[config.mk]
export PLATFORM = sky130hd
export DESIGN_NAME = uframe_sof_timer
export DESIGN_NICKNAME = d
export VERILOG_FILES = /design/src/rtl/sof_pkg.sv /design/src/rtl/sof_cfg_hold.sv /design/src/rtl/sof_bit_counter.sv /design/src/rtl/sof_uframe_seq.sv /design/src/rtl/uframe_sof_timer.sv
export SDC_FILE = /design/constraint.sdc
export NUM_CORES = 1
export LEC_CHECK = 0
export CAP_MARGIN = 30
export CORE_ASPECT_RATIO = 2
export CORE_MARGIN = 5
export CORE_UTILIZATION = 45
export CTS_CLUSTER_DIAMETER = 40
export DETAILED_ROUTE_END_ITERATION = 8
export GPL_TIMING_DRIVEN = 0
export PLACE_DENSITY = 0.74
export RECOVER_POWER = 25
export SYNTH_ARGS = -nofsm -noshare
export SYNTH_HDL_FRONTEND = slang
export SYNTH_HIERARCHICAL = 1
export SYNTH_SLANG_ARGS = --single-unit
[constraint.sdc]
create_clock -name clk -period 2.85 [get_ports clk]
set_clock_uncertainty 0.05 [all_clocks]
set_input_delay 0.7125 -clock clk [delete_from_list [all_inputs] [get_ports clk]]
set_output_delay 0.7125 -clock clk [all_outputs]
set_load 0.05 [all_outputs]
[src/rtl/sof_pkg.sv]
package sof_pkg;

    localparam int ADJ_W = 6;
    localparam logic [ADJ_W-1:0] ADJ_NOMINAL = 6'd32;

    typedef struct packed {
        logic             sim;
        logic [ADJ_W-1:0] adj;
    } sof_cfg_t;

    localparam sof_cfg_t CFG_RESET = '{sim: 1'b0, adj: ADJ_NOMINAL};

    // Microframe length in enabled cycles for a given configuration.
    function automatic int unsigned uf_len(sof_cfg_t c, int unsigned base,
                                           int unsigned step, int unsigned sim_len);
        if (c.sim)
            return sim_len;
        return base + step * 32'(c.adj);
    endfunction

endpackage

[src/rtl/sof_cfg_hold.sv]
module sof_cfg_hold
    import sof_pkg::*;
(
    input  logic     clk,
    input  logic     rst,
    input  logic     load,
    input  sof_cfg_t nxt,
    output sof_cfg_t cur
);

    always_ff @(posedge clk) begin
        if (rst)
            cur <= CFG_RESET;
        else if (load)
            cur <= nxt;
    end

    // the active setting only moves at a boundary
    a_r4_cfg_hold: assert property (@(posedge clk) disable iff (rst)
        !load |=> $stable(cur));

    // a boundary installs the value presented at that edge
    a_r4_cfg_load: assert property (@(posedge clk) disable iff (rst)
        load |=> cur == $past(nxt));

endmodule

[src/rtl/sof_bit_counter.sv]
module sof_bit_counter #(
    parameter int CNT_W = 16
) (
    input  logic             clk,
    input  logic             rst,
    input  logic             bit_en,
    input  logic [CNT_W-1:0] last,
    output logic             wrap
);

    logic [CNT_W-1:0] cnt_q;

    assign wrap = bit_en && (cnt_q == last);

    always_ff @(posedge clk) begin
        if (rst)
            cnt_q <= '0;
        else if (bit_en)
            cnt_q <= wrap ? '0 : cnt_q + 1'b1;
    end

    // the count never passes the last value of the active period
    a_r2_cnt_in_range: assert property (@(posedge clk) disable iff (rst)
        cnt_q <= last);

    // no enable, no progress
    a_r3_idle_hold: assert property (@(posedge clk) disable iff (rst)
        !bit_en |=> $stable(cnt_q));

endmodule

[src/rtl/sof_uframe_seq.sv]
module sof_uframe_seq #(
    parameter int UF_PER_FRAME = 8,
    localparam int IDX_W = $clog2(UF_PER_FRAME)
) (
    input  logic             clk,
    input  logic             rst,
    input  logic             wrap,
    output logic             uf_tick,
    output logic             fr_tick,
    output logic [IDX_W-1:0] idx
);

    localparam logic [IDX_W-1:0] IDX_LAST = IDX_W'(UF_PER_FRAME - 1);

    always_ff @(posedge clk) begin
        if (rst) begin
            uf_tick <= 1'b0;
            fr_tick <= 1'b0;
            idx     <= '0;
        end else begin
            uf_tick <= wrap;
            fr_tick <= wrap && (idx == IDX_LAST);
            if (wrap)
                idx <= (idx == IDX_LAST) ? '0 : idx + 1'b1;
        end
    end

    // strobe lasts one cycle
    a_r7_single_pulse: assert property (@(posedge clk) disable iff (rst)
        uf_tick |=> !uf_tick);

    // index moves one step per strobe, modulo the frame size
    a_r8_idx_step: assert property (@(posedge clk) disable iff (rst)
        uf_tick |-> idx == (($past(idx) == IDX_LAST) ? '0 : $past(idx) + 1'b1));

    // index holds between strobes
    a_r8_idx_hold: assert property (@(posedge clk) disable iff (rst)
        !uf_tick |-> $stable(idx));

    // frame strobe only with the strobe into microframe 0
    a_r9_frame_align: assert property (@(posedge clk) disable iff (rst)
        fr_tick |-> (uf_tick && idx == '0));

    a_r9_frame_present: assert property (@(posedge clk) disable iff (rst)
        (uf_tick && idx == '0) |-> fr_tick);

endmodule

[src/rtl/uframe_sof_timer.sv]
module uframe_sof_timer
    import sof_pkg::*;
#(
    parameter int unsigned BASE_LEN     = 59488,
    parameter int unsigned ADJ_STEP     = 16,
    parameter int unsigned SIM_LEN      = 120,
    parameter int          UF_PER_FRAME = 8,
    localparam int         IDX_W        = $clog2(UF_PER_FRAME)
) (
    input  logic             clk,
    input  logic             rst,
    input  logic             bit_en,
    input  logic [ADJ_W-1:0] frame_adj,
    input  logic             sim_short,
    output logic             uframe_tick,
    output logic             frame_tick,
    output logic [IDX_W-1:0] uframe_idx
);

    localparam int unsigned FULL_MAX = BASE_LEN + ADJ_STEP * ((1 << ADJ_W) - 1);
    localparam int unsigned MAX_LEN  = (FULL_MAX > SIM_LEN) ? FULL_MAX : SIM_LEN;
    localparam int          CNT_W    = $clog2(MAX_LEN);

    sof_cfg_t         cfg_cur;
    sof_cfg_t         cfg_nxt;
    logic             wrap;
    logic [CNT_W-1:0] last_w;

    assign cfg_nxt = '{sim: sim_short, adj: frame_adj};
    assign last_w  = CNT_W'(uf_len(cfg_cur, BASE_LEN, ADJ_STEP, SIM_LEN) - 1);

    sof_cfg_hold u_cfg (
        .clk  (clk),
        .rst  (rst),
        .load (wrap),
        .nxt  (cfg_nxt),
        .cur  (cfg_cur)
    );

    sof_bit_counter #(.CNT_W(CNT_W)) u_cnt (
        .clk    (clk),
        .rst    (rst),
        .bit_en (bit_en),
        .last   (last_w),
        .wrap   (wrap)
    );

    sof_uframe_seq #(.UF_PER_FRAME(UF_PER_FRAME)) u_seq (
        .clk     (clk),
        .rst     (rst),
        .wrap    (wrap),
        .uf_tick (uframe_tick),
        .fr_tick (frame_tick),
        .idx     (uframe_idx)
    );

    // a strobe is always the registered image of a completed period
    a_r7_tick_follows_wrap: assert property (@(posedge clk) disable iff (rst)
        wrap |=> uframe_tick);

    // no strobe in the first cycle after reset release
    a_r1_quiet_after_reset: assert property (@(posedge clk)
        rst |=> (!uframe_tick && !frame_tick && uframe_idx == '0));

endmodule

# Word-level counts from Yosys, hierarchy flattened
# Cells that the tools add are included.
[word_totals]
register_bits = 28
input_bits = 10
out_inout_bits = 5
word_cells = 19
[op_classes]
addsub = 4
n_eq_ne = 2
muxes = 5
n_reduce_logical = 2
[ops]
columns = ["cell", "count"]
rows = [
  ["16-bit two-way mux", 2],
  ["16-bit by 1-bit adder with 16-bit output (second input constant)", 1],
  ["16-bit by 10-bit adder with 16-bit output (first input constant)", 1],
  ["16-bit equality test", 1],
  ["16-bit by 1-bit subtractor with 16-bit output (second input constant)", 1],
  ["7-bit two-way mux", 1],
  ["3-bit by 1-bit adder with 3-bit output (second input constant)", 1],
  ["3-bit equality test (second input constant)", 1],
  ["3-bit two-way mux", 1],
  ["1-bit logical AND", 2],
  ["1-bit two-way mux", 1],
]

# Longest topological paths before layout
# Gate-level depths: netlist of the first run.
[logic_depth]
depth_word = 6
depth_mapped = 13
ltp_nobuf = 12

# By module
# Netlist of the first run, hierarchy kept.
[modules_own_cells]
columns = ["module", "n_inst", "cells_per_inst", "area_per_inst_um2", "seq_area_each_um2"]
rows = [
  ["sof_bit_counter", 1, 118, 1131.1, 320.3],
  ["uframe_sof_timer", 1, 47, 295.3, 0.0],
  ["sof_cfg_hold", 1, 22, 251.5, 140.1],
  ["sof_uframe_seq", 1, 16, 188.9, 100.1],
]

# Worst setup path after synthesis of the first run
# Ideal clock, no wire load.
[synth_timing]
kind = "register to register"
startpoint = "reg u_cfg/cur[1] (netlist bit)"
endpoint = "reg u_seq.idx[0]"
setup_time_ns = 0.066
arrival_ns = 2.680
required_time_ns = 2.734
slack_ns = 0.054
path_stages_with_launch = 13
path_buffers = 0
synth_period_minus_slack_ns = 2.796
cell_sequence = "dfxtp_1 inv_1 ha_1 nand3b_1 nor4b_2 a31oi_1 mux2_1 xnor2_2 nand4_1 nor4_1 and3_1 or3b_1 a21oi_2"
[synth_between]
elab_chain_cells = 5
[synth_rtl]
columns = ["item", "line", "text"]
rows = [
  ["start: declaration", "sof_cfg_hold.sv:8", "output sof_cfg_t cur"],
  ["start signal: assignment", "sof_cfg_hold.sv:15", "cur <= nxt;"],
  ["16-bit by 10-bit adder with 16-bit output", "sof_pkg.sv:18", "return base + step * 32'(c.adj);"],
  ["16-bit two-way mux", "sof_pkg.sv:18", ""],
  ["16-bit by 1-bit subtractor with 16-bit output", "uframe_sof_timer.sv:30", "assign last_w = CNT_W'(uf_len(cfg_cur, BASE_LEN, ADJ_STEP, SIM_LEN) - 1);"],
  ["net last_w[9]", "uframe_sof_timer.sv:27", "logic [CNT_W-1:0] last_w;"],
  ["16-bit equality test", "sof_bit_counter.sv:13", "assign wrap = bit_en && (cnt_q == last);"],
  ["1-bit logical AND", "sof_bit_counter.sv:13", ""],
  ["net wrap", "uframe_sof_timer.sv:26", "logic wrap;"],
  ["end signal: assignment", "sof_uframe_seq.sv:24", "idx <= (idx == IDX_LAST) ? '0 : idx + 1'b1;"],
  ["end: declaration", "sof_uframe_seq.sv:10", "output logic [IDX_W-1:0] idx"],
]
# The timed path passes the listed nets, and every way through them passes these cells.
# A chain may end at the register's enable or synchronous reset.

# Final worst setup path of the first run
# Ends and elaborated chain as after synthesis.

==> out/summary.log, run 1 <==
INFO  cells_and_area final_nets=248
INFO  place          port_buffers=14
INFO  place          dp_slack=-0.317ns
INFO  grt            global_route.overflow_total=0
INFO  floorplan      die-width=55.5um
INFO  sta            slew_headroom=0.617
INFO  hold_path      min_to=u_cfg/cur[4]
INFO  grt            maximum_number_of_pins_on_one_net_before_global_route_repair=17
INFO  job            maxCapViolCount=0
INFO  route          route.final.wire_length=4300um
INFO  critical_path  worst_r2r_endpoint=u_seq/idx[0]
INFO  grt            wire_length_of_the_first_global_routing_pass=7120um
INFO  yosys          syn_area_per_cell=9.20squm
INFO  grt            met3_usage=0.0205
INFO  grt            grt_usage=0.160
INFO  hold_path      hold_class=flop to flop
INFO  cells_and_area antenna_cells_inserted=0
INFO  sta            timing_hold_violations_final=0
INFO  place          post-place-cells=271
INFO  clock_tree     cts_tree=yes
INFO  clock_tree     tritoncts.num_buffers=3
INFO  clock_tree     clk-insertion-delay-late=0.28ns
INFO  critical_path  kind_of_start_point_of_the_critical_path=flop
INFO  clock_tree     tritoncts_num_sinks=28
INFO  hold_path      worstHoldStart=u_cfg/cur[4]
INFO  floorplan      core=0.00405sqmm
INFO  pwr            power.ir.vdd_worst=0.194mV
INFO  route          vias_per_cell=5.34
INFO  route          drt_first_iter_violations=34
INFO  cells_and_area post_route_cells_drive_above_1_share=0.247
INFO  clock_tree     clock-root-buffer=sky130_fd_sc_hd__clkbuf_8
INFO  critical_path  r2r_setup_slack=0.05ns
INFO  yosys          synth-seq-area-share=0.300
INFO  place          finalWeightedCongestion=0.858
INFO  yosys          post_synth_inst_count=203
INFO  cells_and_area areaGrowthSynthToFinish=22.3%
INFO  grt            vias_in_the_first_global_route=1508
INFO  route          wl_per_cell=15.2um
INFO  critical_path  timing.reg2reg.worst_path_depth=12
INFO  sta            max_clock_freq=357MHz
INFO  sta            rsz0062_at_grt=true
INFO  sta            layout_min_cycle_time=2.80ns
INFO  sta            layout_worst_path_cycle_share=0.982
INFO  yosys          postSynthRegisterBits=28
INFO  hold_path      whs_path_depth=2
INFO  cells_and_area final_cell_count_no_fill=283
INFO  critical_path  crit_path_end_kind=flop
INFO  yosys          synth_area=0.00187sqmm
INFO  floorplan      io_pins=15
INFO  grt            global_route.usage.met1=0.153
INFO  route          firstDrtPassIters=4
INFO  sta            finalMaxSlewViolations=0
INFO  clock_tree     buffer_levels_on_the_longest_clock_path=2
INFO  critical_path  maximum_fanout_encountered_on_the_critical_timing_path=4
INFO  clock_tree     post_cts_hold_buffer_count=0
INFO  critical_path  path_class=flop to flop
INFO  grt            met2_usage=0.312
INFO  grt            busiest_layer=met2
INFO  sta            fin_ws=0.0509ns
INFO  floorplan      rows=33
INFO  place          post-dp-hpwl=3140um
INFO  yosys          yosysWarningCount=6
INFO  yosys          yosys.cell_types.count=44
INFO  clock_tree     ctsHtreeMaxLevel=1
INFO  grt            grt_antenna_before_repair=0
INFO  route          vias=1510
INFO  route          ant_nets=0
INFO  floorplan      start_util=0.461
INFO  critical_path  worst_setup_path_startpoint=u_cfg/cur[1]
INFO  pwr            total_leakage_power=0.748nW
INFO  critical_path  arrival=2.96ns
INFO  pwr            cellPowerDensity=342mW/mm^2
INFO  status         status=completed
INFO  sta            worst-slew-pin-transition=0.574ns
INFO  critical_path  timing.critical_path.required=3.01ns
INFO  sta            setup_viol_count_final=0
INFO  floorplan      area_of_the_die=0.00561sqmm
INFO  floorplan      chipHeight=101um
INFO  critical_path  rr_startpoint=u_cfg/cur[1]
INFO  route          drc=0
INFO  clock_tree     clkTransAtPathRegs=0.10ns
## cell usage in the layout (no fill, tap or decap), drive strengths merged
cell           instances
a21oi                  4
nand4                 12
clkdlybuf4s50          9
xnor2                 31
nor3                   5
nand2                 11
and3                   1
o21a                   1
nor4b                  2
a211o                  1
ha                     6
and2                   1
buf                   18
nand3b                 1
a211oi                15
nor2                  17
clkbuf                 4
or3b                   1
mux2i                  8
o21ai                  2
dlygate4sd3            5
nor4                   7
dfxtp                 28
inv                   11
conb                   4
nand2b                 1
bufinv                 1
o21bai                 2
a31oi                  1
o311ai                 1
nor2b                  4
mux2                   1
nor3b                  2
or3                    1
xor2                   6
nand3                  6
## Yosys cell counts, drive strengths merged
master | n | area, sq um
or3 | 1 | 6.26
nand4 | 12 | 105
a31oi | 1 | 6.26
o21a | 1 | 7.51
ha | 6 | 75.1
and3 | 1 | 6.26
nor2 | 17 | 63.8
clkbuf | 2 | 7.51
nand3 | 6 | 30.0
inv | 11 | 41.3
mux2 | 1 | 11.3
o21ai | 2 | 10.0
a211o | 1 | 8.76
mux2i | 8 | 80.1
dfxtp | 28 | 561
xnor2 | 31 | 279
o311ai | 1 | 8.76
nor2b | 4 | 27.5
nor4 | 7 | 81.3
a211oi | 15 | 148
xor2 | 6 | 52.6
buf | 9 | 58.8
a21oi | 4 | 23.8
nor3 | 5 | 36.3
nand3b | 1 | 7.51
nor3b | 2 | 15.0
conb | 2 | 7.51
nand2 | 11 | 41.3
nor4b | 2 | 23.8
nand2b | 1 | 6.26
or3b | 1 | 8.76
o21bai | 2 | 15.0
and2 | 1 | 6.26
## sequential cells by signal (all words and copies together) (netlist names)
signal         count
u_cfg/cur          7
u_seq/idx          3
u_seq/uf_tick      1
u_cnt/cnt_q       16
u_seq/fr_tick      1
## where the power goes
part	internal, mW	total (mW)	switching, mW
combinational	0.0264	0.0591	0.0327
sequential	0.397	0.405	0.00898
clock	0.188	0.316	0.128
total	0.611	0.780	0.169
## what timing repair did
action | CTS | global route
buffers inserted | 4 | 4
gates resized for setup | 9 | 14
pin swaps | 3 | 3
setup endpoints to repair | 22 | 22
## critical path, stage by stage (launching register included)
cell and delay, ns:
sky130_fd_sc_hd__dfxtp_2 0.35, sky130_fd_sc_hd__inv_2 0.05, sky130_fd_sc_hd__ha_4 0.26, sky130_fd_sc_hd__nand3b_1 0.16, sky130_fd_sc_hd__nor4b_2 0.24, sky130_fd_sc_hd__a31oi_1 0.09, sky130_fd_sc_hd__mux2_4 0.33, sky130_fd_sc_hd__xnor2_2 0.15
sky130_fd_sc_hd__nand4_1 0.13, sky130_fd_sc_hd__nor4_2 0.18, sky130_fd_sc_hd__and3_4 0.25, sky130_fd_sc_hd__or3b_1 0.36, sky130_fd_sc_hd__a21oi_2 0.13
## worst max path at each step
stage | endpoint | cells after the start | slack (ns)
4_1_cts | u_seq/idx[0] | 12 | -0.02
5_1_grt | u_seq/idx[0] | 12 | -0.08
2_1_floorplan | u_seq/idx[0] | 12 | 0.05
6_report | u_seq/idx[0] | 12 | 0.05
3_3_place_gp | u_seq/idx[0] | 12 | -0.30
3_5_place_dp | u_cfg/cur[4] | 13 | -0.32
## through the flow
step / hold slack (ns) / setup TNS, ns / power, mW / util / instance area, sq um
6_report: 0.471 / 0 / 0.780 / 0.564 / 2280
3_3_place_gp: 0.423 / -4.35 / 0.471 / 0.514 / 2080
3_5_place_dp: 0.452 / -4.51 / 0.471 / 0.514 / 2080
2_1_floorplan: 0.405 / 0 / 0.446 / - / 1870
5_1_grt: 0.500 / -0.298 / 0.821 / 0.564 / 2280
4_1_cts: 0.474 / -0.0175 / 0.787 / 0.546 / 2210
## layout make-up
class	instances	area, sq um
fillers	377	1760
clock inverters	1	30.0
inverters	11	41.3
flip-flops and latches	28	564
plain buffers	11	73.8
clock buffers	3	41.3
repair buffers	22	200
well taps	52	65.1
multi-input cells	155	1270
## logic make-up (layout without fill, tap and decap cells)
kind of cell               Yosys count  count (layout)  share of synthesized area
AOI/OAI and AO/OA                   27              27                      0.122
DFF                                 28              28                      0.300
buffers and inverters               22              48                     0.0576
adders and majority gates            6               6                     0.0402
xor gates and xnor gates            37              37                      0.178
and+or+nand+nor                     72              72                      0.249
muxes                                9               9                     0.0489
other                                2               4                    0.00402
## per-layer routing
metal	part of all wire	up-vias
li1	-	761
met2	0.57	38
met1	0.36	693
met4	0.042	0
met3	0.027	18
met5	0	-
No activity file was read; power rests on OpenSTA's default activity.
==> inputs of run 2 (changes only) <==
--- a/config.mk
+++ b/config.mk
@@ -9,6 +9,7 @@
 export CORE_ASPECT_RATIO = 2
 export CORE_MARGIN = 5
 export CORE_UTILIZATION = 45
+export CTS_BUF_LIST = sky130_fd_sc_hd__clkbuf_4
 export CTS_CLUSTER_DIAMETER = 40
 export DETAILED_ROUTE_END_ITERATION = 8
 export GPL_TIMING_DRIVEN = 0
==> run 2 against run 1 <==
Non-clock buffer count rose by 2. Highest routed layer unchanged. Core utilization is 0.49 points higher. Combinational power fell by 1%. Die area unchanged. Critical path depth unchanged. Sequential share of layout area fell by 0.11 points. Clock power shrank 16%. Register-to-register slack is essentially flat. Via count up 0.53%. Routed wire length down 0.35%. First-iteration DRC count rose by 44%. Worst setup slack gained 0.0087 ns.
==> out/summary.log, run 2 (synthesized netlist as in run 1, its figures left out) <==
INFO  clock_tree     clkTransAtPathRegs=0.16ns [was 0.10 ns]
INFO  sta            fin_ws=0.0596ns [was 0.0509 ns]
INFO  cells_and_area layout.cells.most_common=sky130_fd_sc_hd__xnor2_1 [unchanged]
INFO  route          vias_per_cell=5.33 [was 5.34]
INFO  status         status=completed [unchanged]
INFO  sta            rsz0062_at_grt=true [unchanged]
INFO  clock_tree     tritoncts_num_sinks=28 [unchanged]
INFO  critical_path  timing.critical_path.required=3.08ns [was 3.01 ns]
INFO  clock_tree     tritoncts.num_buffers=3 [unchanged]
INFO  critical_path  rr_startpoint=u_cfg/cur[1] [unchanged]
INFO  sta            finalMaxSlewViolations=0 [unchanged]
INFO  pwr            total_leakage_power=0.755nW [was 0.748 nW]
INFO  route          route.final.wire_length=4280um [was 4300 um]
INFO  grt            maximum_number_of_pins_on_one_net_before_global_route_repair=17 [unchanged]
INFO  cells_and_area final_cell_count_no_fill=285 [was 283]
INFO  floorplan      area_of_the_die=0.00561sqmm [unchanged]
INFO  cells_and_area largest_register_ffs=16 [unchanged]
INFO  critical_path  critPathTopFamily=simple AND/OR/NAND/NOR gates [unchanged]
INFO  route          wl_per_cell=15.0um [was 15.2 um]
INFO  sta            fin_tns_setup=0ns [unchanged]
INFO  critical_path  critical_path.n_buffers_inverters=1 [unchanged]
INFO  cells_and_area leading_registers_by_flop_count=u_cnt/cnt_q: 16 flops, u_cfg/cur: 7 flops, u_seq/idx: 3 flops [unchanged]
INFO  grt            vias_in_the_first_global_route=1501 [was 1508]
INFO  sta            layout_worst_path_cycle_share=0.979 [was 0.982]
INFO  sta            timing_hold_violations_final=0 [unchanged]
INFO  cells_and_area registers.top_by_ff_count=u_cnt/cnt_q [unchanged]
INFO  floorplan      core=0.00405sqmm [unchanged]
INFO  clock_tree     clk-insertion-delay-late=0.33ns [was 0.28 ns]
INFO  route          firstDrtPassIters=4 [unchanged]
INFO  hold_path      hold_class=flop to flop [unchanged]
INFO  route          vias=1518 [was 1510]
INFO  sta            setup_viol_count_final=0 [unchanged]
INFO  cells_and_area mostFrequentLayoutCells=sky130_fd_sc_hd__xnor2_1, sky130_fd_sc_hd__dfxtp_1, sky130_fd_sc_hd__nor2_1 [unchanged]
INFO  job            maxCapViolCount=0 [unchanged]
INFO  hold_path      worstHoldStart=u_cfg/cur[4] [unchanged]
INFO  floorplan      io_pins=15 [unchanged]
INFO  place          post-place-cells=271 [unchanged]
INFO  critical_path  maximum_fanout_encountered_on_the_critical_timing_path=4 [unchanged]
INFO  cells_and_area post_route_cells_drive_above_1_share=0.253 [was 0.247]
INFO  route          drt_first_iter_violations=49 [was 34]
INFO  place          post-dp-hpwl=3140um [unchanged]
INFO  sta            layout_min_cycle_time=2.79ns [was 2.80 ns]
INFO  grt            global_route.overflow_total=0 [unchanged]
INFO  clock_tree     ctsHtreeMaxLevel=1 [unchanged]
INFO  cells_and_area final_nets=250 [was 248]
INFO  cells_and_area antenna_cells_inserted=0 [unchanged]
INFO  sta            max_clock_freq=358MHz [was 357 MHz]
INFO  cells_and_area areaGrowthSynthToFinish=23.4% [was 22.3%]
INFO  place          dp_slack=-0.317ns [unchanged]
INFO  floorplan      chipHeight=101um [unchanged]
INFO  critical_path  crit_path_end_kind=flop [unchanged]
INFO  hold_path      min_to=u_cfg/cur[4] [unchanged]
INFO  critical_path  timing.critical_path.slowest_cell_delay=0.37ns [was 0.36 ns]
INFO  sta            slew_headroom=0.620 [was 0.617]
INFO  critical_path  arrival=3.02ns [was 2.96 ns]
INFO  route          ant_nets=0 [unchanged]
INFO  critical_path  kind_of_start_point_of_the_critical_path=flop [unchanged]
INFO  grt            grt_antenna_before_repair=0 [unchanged]
INFO  grt            grt_usage=0.158 [was 0.160]
INFO  critical_path  worst_r2r_endpoint=u_seq/idx[0] [unchanged]
INFO  floorplan      start_util=0.461 [unchanged]
INFO  clock_tree     buffer_levels_on_the_longest_clock_path=2 [unchanged]
INFO  critical_path  path_class=flop to flop [unchanged]
INFO  floorplan      die-width=55.5um [unchanged]
INFO  clock_tree     post_cts_hold_buffer_count=0 [unchanged]
INFO  hold_path      whs_path_depth=2 [unchanged]
INFO  clock_tree     cts_tree=yes [unchanged]
INFO  place          port_buffers=14 [unchanged]
INFO  critical_path  worst_path_max_delay_cell=sky130_fd_sc_hd__dfxtp_2 [was sky130_fd_sc_hd__or3b_1]
INFO  sta            worst-slew-pin-transition=0.570ns [was 0.574 ns]
INFO  clock_tree     clock-root-buffer=sky130_fd_sc_hd__clkbuf_4 [was sky130_fd_sc_hd__clkbuf_8]
INFO  critical_path  path_cells=inv_2 -> ha_4 -> nand3b_1 -> nor4b_2 -> a31oi_1 -> mux2_4 -> xnor2_2 -> nand4_1 -> nor4_2 -> and3_4 -> or3b_1 -> a21oi_2 [unchanged]
INFO  grt            wire_length_of_the_first_global_routing_pass=7050um [was 7120 um]
INFO  route          drc=0 [unchanged]
INFO  place          finalWeightedCongestion=0.858 [unchanged]
INFO  critical_path  r2r_setup_slack=0.06ns [was 0.05 ns]
INFO  pwr            power.ir.vdd_worst=0.168mV [was 0.194 mV]
INFO  critical_path  timing.reg2reg.worst_path_depth=12 [unchanged]
INFO  floorplan      rows=33 [unchanged]
INFO  pwr            cellPowerDensity=316mW/mm^2 [was 342 mW/mm^2]
-- run 2: tightest hold or removal path, stage by stage (launching register included) --
cell                      delay (ns)
sky130_fd_sc_hd__dfxtp_1        0.36
sky130_fd_sc_hd__mux2i_1        0.08
sky130_fd_sc_hd__nor2_1         0.08
-- run 2: how the worst max path moves through the flow --
| stage | depth (start not counted) | from | to |
|---|---|---|---|
| after global placement | 12 | u_cfg/cur[1] | u_seq/idx[0] |
| after CTS | 12 | u_cfg/cur[1] | u_seq/idx[0] |
| after floorplan | 12 | u_cfg/cur[1] | u_seq/idx[0] |
| after detailed placement | 13 | u_cfg/cur[1] | u_cfg/cur[4] |
| final | 12 | u_cfg/cur[1] | u_seq/idx[0] |
| after global routing | 12 | u_cfg/cur[2] | u_seq/idx[0] |
-- run 2: layout make-up --
class / instances / area [sq um]
repair buffers: 25 / 223
fillers: 373 / 1740
inverters: 11 / 41.3
multi-input cells: 155 / 1290
well taps: 52 / 65.1
clock buffers: 3 / 22.5
plain buffers: 10 / 66.3
flip-flops and latches: 28 / 567
clock inverters: 1 / 30.0
-- run 2: stage by stage --
stage               area [sq um]  hold slack (ns)  power, mW   util
floorplan                   1870            0.405      0.446      -
global placement            2080            0.423      0.471  0.514
detailed placement          2080            0.452      0.471  0.514
CTS                         2190            0.481      0.737  0.542
global route                2300            0.511      0.770  0.569
finish                      2300            0.486      0.729  0.569
-- run 2: routing by layer --
metal,routed length (um),GRT usage,up-vias
li1,-,-,765
met1,1520,0.152,710
met4,157,0.0974,0
met5,0,0,-
met3,121,0.0192,13
met2,2480,0.308,30
-- run 2: timing repair --
item / in CTS / in global routing
pin swaps: 3 / 4
setup endpoints to repair: 22 / 22
gates resized for setup: 9 / 17
buffers inserted: 4 / 7
-- run 2: where the power goes --
| group | switching [mW] | internal [mW] |
|---|---|---|
| combinational | 0.0321 | 0.0263 |
| clock | 0.123 | 0.142 |
| sequential | 0.00888 | 0.396 |
==> inputs of run 3 (changes only) <==
--- a/config.mk
+++ b/config.mk
@@ -5,6 +5,7 @@
 export SDC_FILE = /design/constraint.sdc
 export NUM_CORES = 1
 export LEC_CHECK = 0
+export ABC_AREA = 1
 export CAP_MARGIN = 30
 export CORE_ASPECT_RATIO = 2
 export CORE_MARGIN = 5
@@ -13,7 +14,7 @@
 export CTS_CLUSTER_DIAMETER = 40
 export DETAILED_ROUTE_END_ITERATION = 8
 export GPL_TIMING_DRIVEN = 0
-export PLACE_DENSITY = 0.74
+export PLACE_DENSITY = 0.73
 export RECOVER_POWER = 25
 export SYNTH_ARGS = -nofsm -noshare
 export SYNTH_HDL_FRONTEND = slang
==> run 3 against run 2 <==
Die area grew 6.5%. Power shrank 14%. Largest cell class unchanged. Area after synthesis grew 7.6%. Worst setup slack gained 0.29 ns. Register-to-register slack gained 0.29 ns. Critical path depth grew 8.
==> out/summary.log, run 3 <==
INFO  status         status=completed [unchanged]
INFO  place          dp_slack=-0.139ns [was -0.317 ns]
INFO  critical_path  kind_of_start_point_of_the_critical_path=flop [unchanged]
INFO  critical_path  r2r_setup_slack=0.35ns [was 0.06 ns]
INFO  yosys          post_synth_inst_count=331 [was 203]
INFO  cells_and_area postLayoutCoreUtil=0.529 [was 0.569]
INFO  cells_and_area layout.cells.most_common=sky130_fd_sc_hd__nand2_1 [was sky130_fd_sc_hd__xnor2_1]
INFO  critical_path  worst_r2r_endpoint=u_cfg/cur[5] [was u_seq/idx[0]]
INFO  place          finalWeightedCongestion=0.913 [was 0.858]
INFO  job            maxCapViolCount=0 [unchanged]
INFO  cells_and_area final_nets=372 [was 250]
INFO  yosys          synthTopCellsByArea=sky130_fd_sc_hd__dfxtp_1, sky130_fd_sc_hd__nand2_1, sky130_fd_sc_hd__nor2_1 [was sky130_fd_sc_hd__dfxtp_1, sky130_fd_sc_hd__xnor2_1, sky130_fd_sc_hd__a211oi_2]
INFO  critical_path  path_class=flop to flop [unchanged]
INFO  clock_tree     clk-insertion-delay-late=0.35ns [was 0.33 ns]
INFO  floorplan      chipHeight=104um [was 101 um]
INFO  yosys          synth_edf_count=0 [unchanged]
INFO  pwr            power.clock.fraction=0.287 [was 0.364]
INFO  critical_path  crit_path_end_kind=flop [unchanged]
INFO  floorplan      start_util=0.463 [was 0.461]
INFO  pwr            power_switching_share=0.252 [was 0.225]
INFO  clock_tree     tritoncts.num_buffers=3 [unchanged]
INFO  hold_path      hold_class=flop to flop [unchanged]
INFO  yosys          yosys.cell_types.count=28 [was 44]
INFO  clock_tree     clock-root-buffer=sky130_fd_sc_hd__clkbuf_4 [unchanged]
INFO  pwr            power.ir.vdd_worst=0.272mV [was 0.168 mV]
INFO  yosys          synth_top_cell_area_share=0.279 [was 0.300]
INFO  route          vias_per_cell=4.81 [was 5.33]
INFO  sta            max_clock_freq=399MHz [was 358 MHz]
INFO  route          firstDrtPassIters=4 [unchanged]
INFO  cells_and_area leading_registers_by_flop_count=u_cnt/cnt_q: 16 flops, u_cfg/cur: 7 flops, u_seq/idx: 3 flops [unchanged]
INFO  clock_tree     buffer_levels_on_the_longest_clock_path=2 [unchanged]
INFO  sta            finalMaxSlewViolations=0 [unchanged]
INFO  cells_and_area post_route_cells_drive_above_1_share=0.0958 [was 0.253]
INFO  grt            maximum_number_of_pins_on_one_net_before_global_route_repair=16 [was 17]
INFO  critical_path  timing.critical_path.required=3.04ns [was 3.08 ns]
INFO  route          route.final.wire_length=4480um [was 4280 um]
INFO  sta            worst-slew-pin-transition=0.522ns [was 0.570 ns]
INFO  yosys          fraction_of_registers_with_async_set_reset=0 [unchanged]
INFO  yosys          syn_area_per_cell=6.07squm [was 9.20 sq um]
INFO  critical_path  maximum_fanout_encountered_on_the_critical_timing_path=10 [was 4]
INFO  clock_tree     post_cts_hold_buffer_count=0 [unchanged]
INFO  yosys          synth_area=0.00201sqmm [was 0.00187 sq mm]
INFO  pwr            total_switching_power=0.157mW [was 0.164 mW]
INFO  place          port_buffers=13 [was 14]
INFO  yosys          synth_top_cells_by_count=sky130_fd_sc_hd__nand2_1, sky130_fd_sc_hd__nor2_1, sky130_fd_sc_hd__inv_1 [was sky130_fd_sc_hd__xnor2_1, sky130_fd_sc_hd__dfxtp_1, sky130_fd_sc_hd__nor2_1]
INFO  yosys          yosysWarningCount=6 [unchanged]
INFO  route          vias=1969 [was 1518]
INFO  clock_tree     tritoncts_num_sinks=28 [unchanged]
INFO  yosys          yosys.area.top_type=sky130_fd_sc_hd__dfxtp_1 [unchanged]
INFO  yosys          postSynthRegisterBits=28 [unchanged]
INFO  cells_and_area areaGrowthSynthToFinish=14.4% [was 23.4%]
INFO  pwr            cellPowerDensity=272mW/mm^2 [was 316 mW/mm^2]
INFO  pwr            power=0.624mW [was 0.729 mW]
INFO  grt            grt_antenna_before_repair=0 [unchanged]
INFO  cells_and_area mostFrequentLayoutCells=sky130_fd_sc_hd__nand2_1, sky130_fd_sc_hd__nor2_1, sky130_fd_sc_hd__inv_1 [was sky130_fd_sc_hd__xnor2_1, sky130_fd_sc_hd__dfxtp_1, sky130_fd_sc_hd__nor2_1]
INFO  yosys          synth-main-ff-cell=sky130_fd_sc_hd__dfxtp_1 [unchanged]
INFO  sta            fin_ws=0.346ns [was 0.0596 ns]
INFO  grt            wire_length_of_the_first_global_routing_pass=7900um [was 7050 um]
INFO  hold_path      worstHoldStart=u_cfg/cur[5] [was u_cfg/cur[4]]
INFO  hold_path      min_to=u_cfg/cur[5] [was u_cfg/cur[4]]
INFO  route          drc=0 [unchanged]
INFO  sta            hold_slack=0.444ns [was 0.486 ns]
INFO  cells_and_area registers.top_by_ff_count=u_cnt/cnt_q [unchanged]
INFO  clock_tree     clkTransAtPathRegs=0.15ns [was 0.16 ns]
INFO  grt            grt_usage=0.166 [was 0.158]
INFO  floorplan      die-width=57.2um [was 55.5 um]
INFO  grt            global_route.overflow_total=0 [unchanged]
INFO  sta            slew_headroom=0.651 [was 0.620]
INFO  clock_tree     ctsHtreeMaxLevel=1 [unchanged]
INFO  hold_path      whs_path_depth=2 [unchanged]
INFO  place          post-dp-hpwl=3700um [was 3140 um]
INFO  sta            rsz0062_at_grt=false [was true]
INFO  floorplan      io_pins=15 [unchanged]
INFO  floorplan      core=0.00434sqmm [was 0.00405 sq mm]
INFO  place          placed_cell_area=0.00222sqmm [was 0.00208 sq mm]
INFO  yosys          synth-seq-area-share=0.279 [was 0.300]
INFO  route          drt_first_iter_violations=30 [was 49]
INFO  critical_path  rr_startpoint=u_cfg/cur[1] [unchanged]
INFO  pwr            cellInternalPower=0.467mW [was 0.565 mW]
INFO  critical_path  arrival=2.69ns [was 3.02 ns]
INFO  cells_and_area antenna_cells_inserted=0 [unchanged]
INFO  route          ant_nets=0 [unchanged]
INFO  pwr            seq_power_share=0.639 [was 0.556]
INFO  sta            setup_viol_count_final=0 [unchanged]
INFO  floorplan      area_of_the_die=0.00598sqmm [was 0.00561 sq mm]
INFO  pwr            total_leakage_power=1.07nW [was 0.755 nW]
INFO  cells_and_area postLayoutCellArea=0.00230sqmm [about the same]
INFO  yosys          synth_most_common_cell=sky130_fd_sc_hd__nand2_1 [was sky130_fd_sc_hd__xnor2_1]
INFO  critical_path  timing.reg2reg.worst_path_depth=20 [was 12]
INFO  route          wl_per_cell=11.0um [was 15.0 um]
INFO  sta            layout_worst_path_cycle_share=0.878 [was 0.979]
INFO  floorplan      rows=34 [was 33]
INFO  sta            timing_hold_violations_final=0 [unchanged]
INFO  cells_and_area largest_register_ffs=16 [unchanged]
INFO  grt            vias_in_the_first_global_route=1926 [was 1501]
INFO  clock_tree     cts_tree=yes [unchanged]
INFO  sta            layout_min_cycle_time=2.50ns [was 2.79 ns]
INFO  pwr            power_frac_comb=0.074 [was 0.080]
==> run 3: cell families (layout without fill, tap and decap cells) <==
logic type      count (synthesis)  count (layout)  share of synthesized area
simple gates                  205             205                      0.455
buf+inv                        65              84                      0.137
flops                          28              28                      0.279
xor+xnor                       13              13                     0.0567
compound gates                 12              12                     0.0312
fa+ha+maj                       6               6                     0.0374
other cells                     2               7                    0.00374
==> run 3: layer usage <==
layer / GRT usage / share of wire / up-vias / wire length [um]
li1: - / - / 1042 / -
met1: 0.144 / 0.35 / 857 / 1560
met4: 0.119 / 0.063 / 0 / 281
met2: 0.324 / 0.56 / 47 / 2520
met5: 0 / 0 / - / 0
met3: 0.0161 / 0.027 / 23 / 121
==> run 3: what timing repair did <==
action,in CTS,in global routing
resized for setup,1,3
cloned,0,0
endpoints found under the hold margin,0,0
buffers inserted,0,2
pin swaps,0,1
endpoints found under the setup margin,10,12
==> run 3: worst max path at each step <==
| stage | from | to | depth (start not counted) |
|---|---|---|---|
| after floorplan | u_cfg/cur[1] | u_cfg/cur[5] | 20 |
| after global placement | u_cfg/cur[1] | u_cfg/cur[5] | 20 |
| after CTS | u_cfg/cur[1] | u_cfg/cur[5] | 20 |
| after detailed placement | u_cfg/cur[1] | u_cfg/cur[5] | 20 |
| after global routing | u_cfg/cur[1] | u_cfg/cur[5] | 19 |
| final | u_cfg/cur[1] | u_cfg/cur[5] | 20 |
==> run 3: final cells by class <==
class / instances / area (sq um)
Clock buffer: 3 / 22.5
Timing Repair Buffer: 15 / 158
Fill cell: 470 / 2040
Multi-Input combinational cell: 243 / 1210
Clock inverter: 1 / 3.75
Sequential cell: 28 / 562
Inverter: 61 / 234
Tap cell: 54 / 67.6
Buffer: 4 / 41.3
==> run 3: power groups by stage <==
stage	Sequential, mW	Clock [mW]	Combinational [mW]
detailed placement	0.407	0	0.0454
global route	0.400	0.195	0.0531
finish	0.399	0.179	0.0461
CTS	0.399	0.187	0.0457
global placement	0.407	0	0.0446
floorplan	0.406	0	0.0272
==> run 3: worst max-delay path, cell delays in order (launching register included) <==
cell,delay (ns)
sky130_fd_sc_hd__dfxtp_2,0.38
sky130_fd_sc_hd__inv_1,0.09
sky130_fd_sc_hd__ha_4,0.29
sky130_fd_sc_hd__nand2_4,0.06
sky130_fd_sc_hd__nor2_4,0.10
sky130_fd_sc_hd__nand2_2,0.06
sky130_fd_sc_hd__inv_2,0.06
sky130_fd_sc_hd__nand2_2,0.05
sky130_fd_sc_hd__xor2_1,0.17
sky130_fd_sc_hd__inv_1,0.06
sky130_fd_sc_hd__nand2_1,0.09
sky130_fd_sc_hd__nand2_1,0.06
sky130_fd_sc_hd__nor2_1,0.11
sky130_fd_sc_hd__nand4_1,0.08
sky130_fd_sc_hd__nor2_1,0.10
sky130_fd_sc_hd__nand2_1,0.09
sky130_fd_sc_hd__nor2_4,0.20
sky130_fd_sc_hd__buf_6,0.16
sky130_fd_sc_hd__inv_1,0.04
sky130_fd_sc_hd__nand2_1,0.05
sky130_fd_sc_hd__nand3_1,0.05
==> run 3: metrics by stage <==
step	cells	TNS, ns
2_1_floorplan	336	0
3_3_place_gp	403	-0.408
3_5_place_dp	403	-0.822
4_1_cts	407	0
5_1_grt	409	0
6_report	409	0
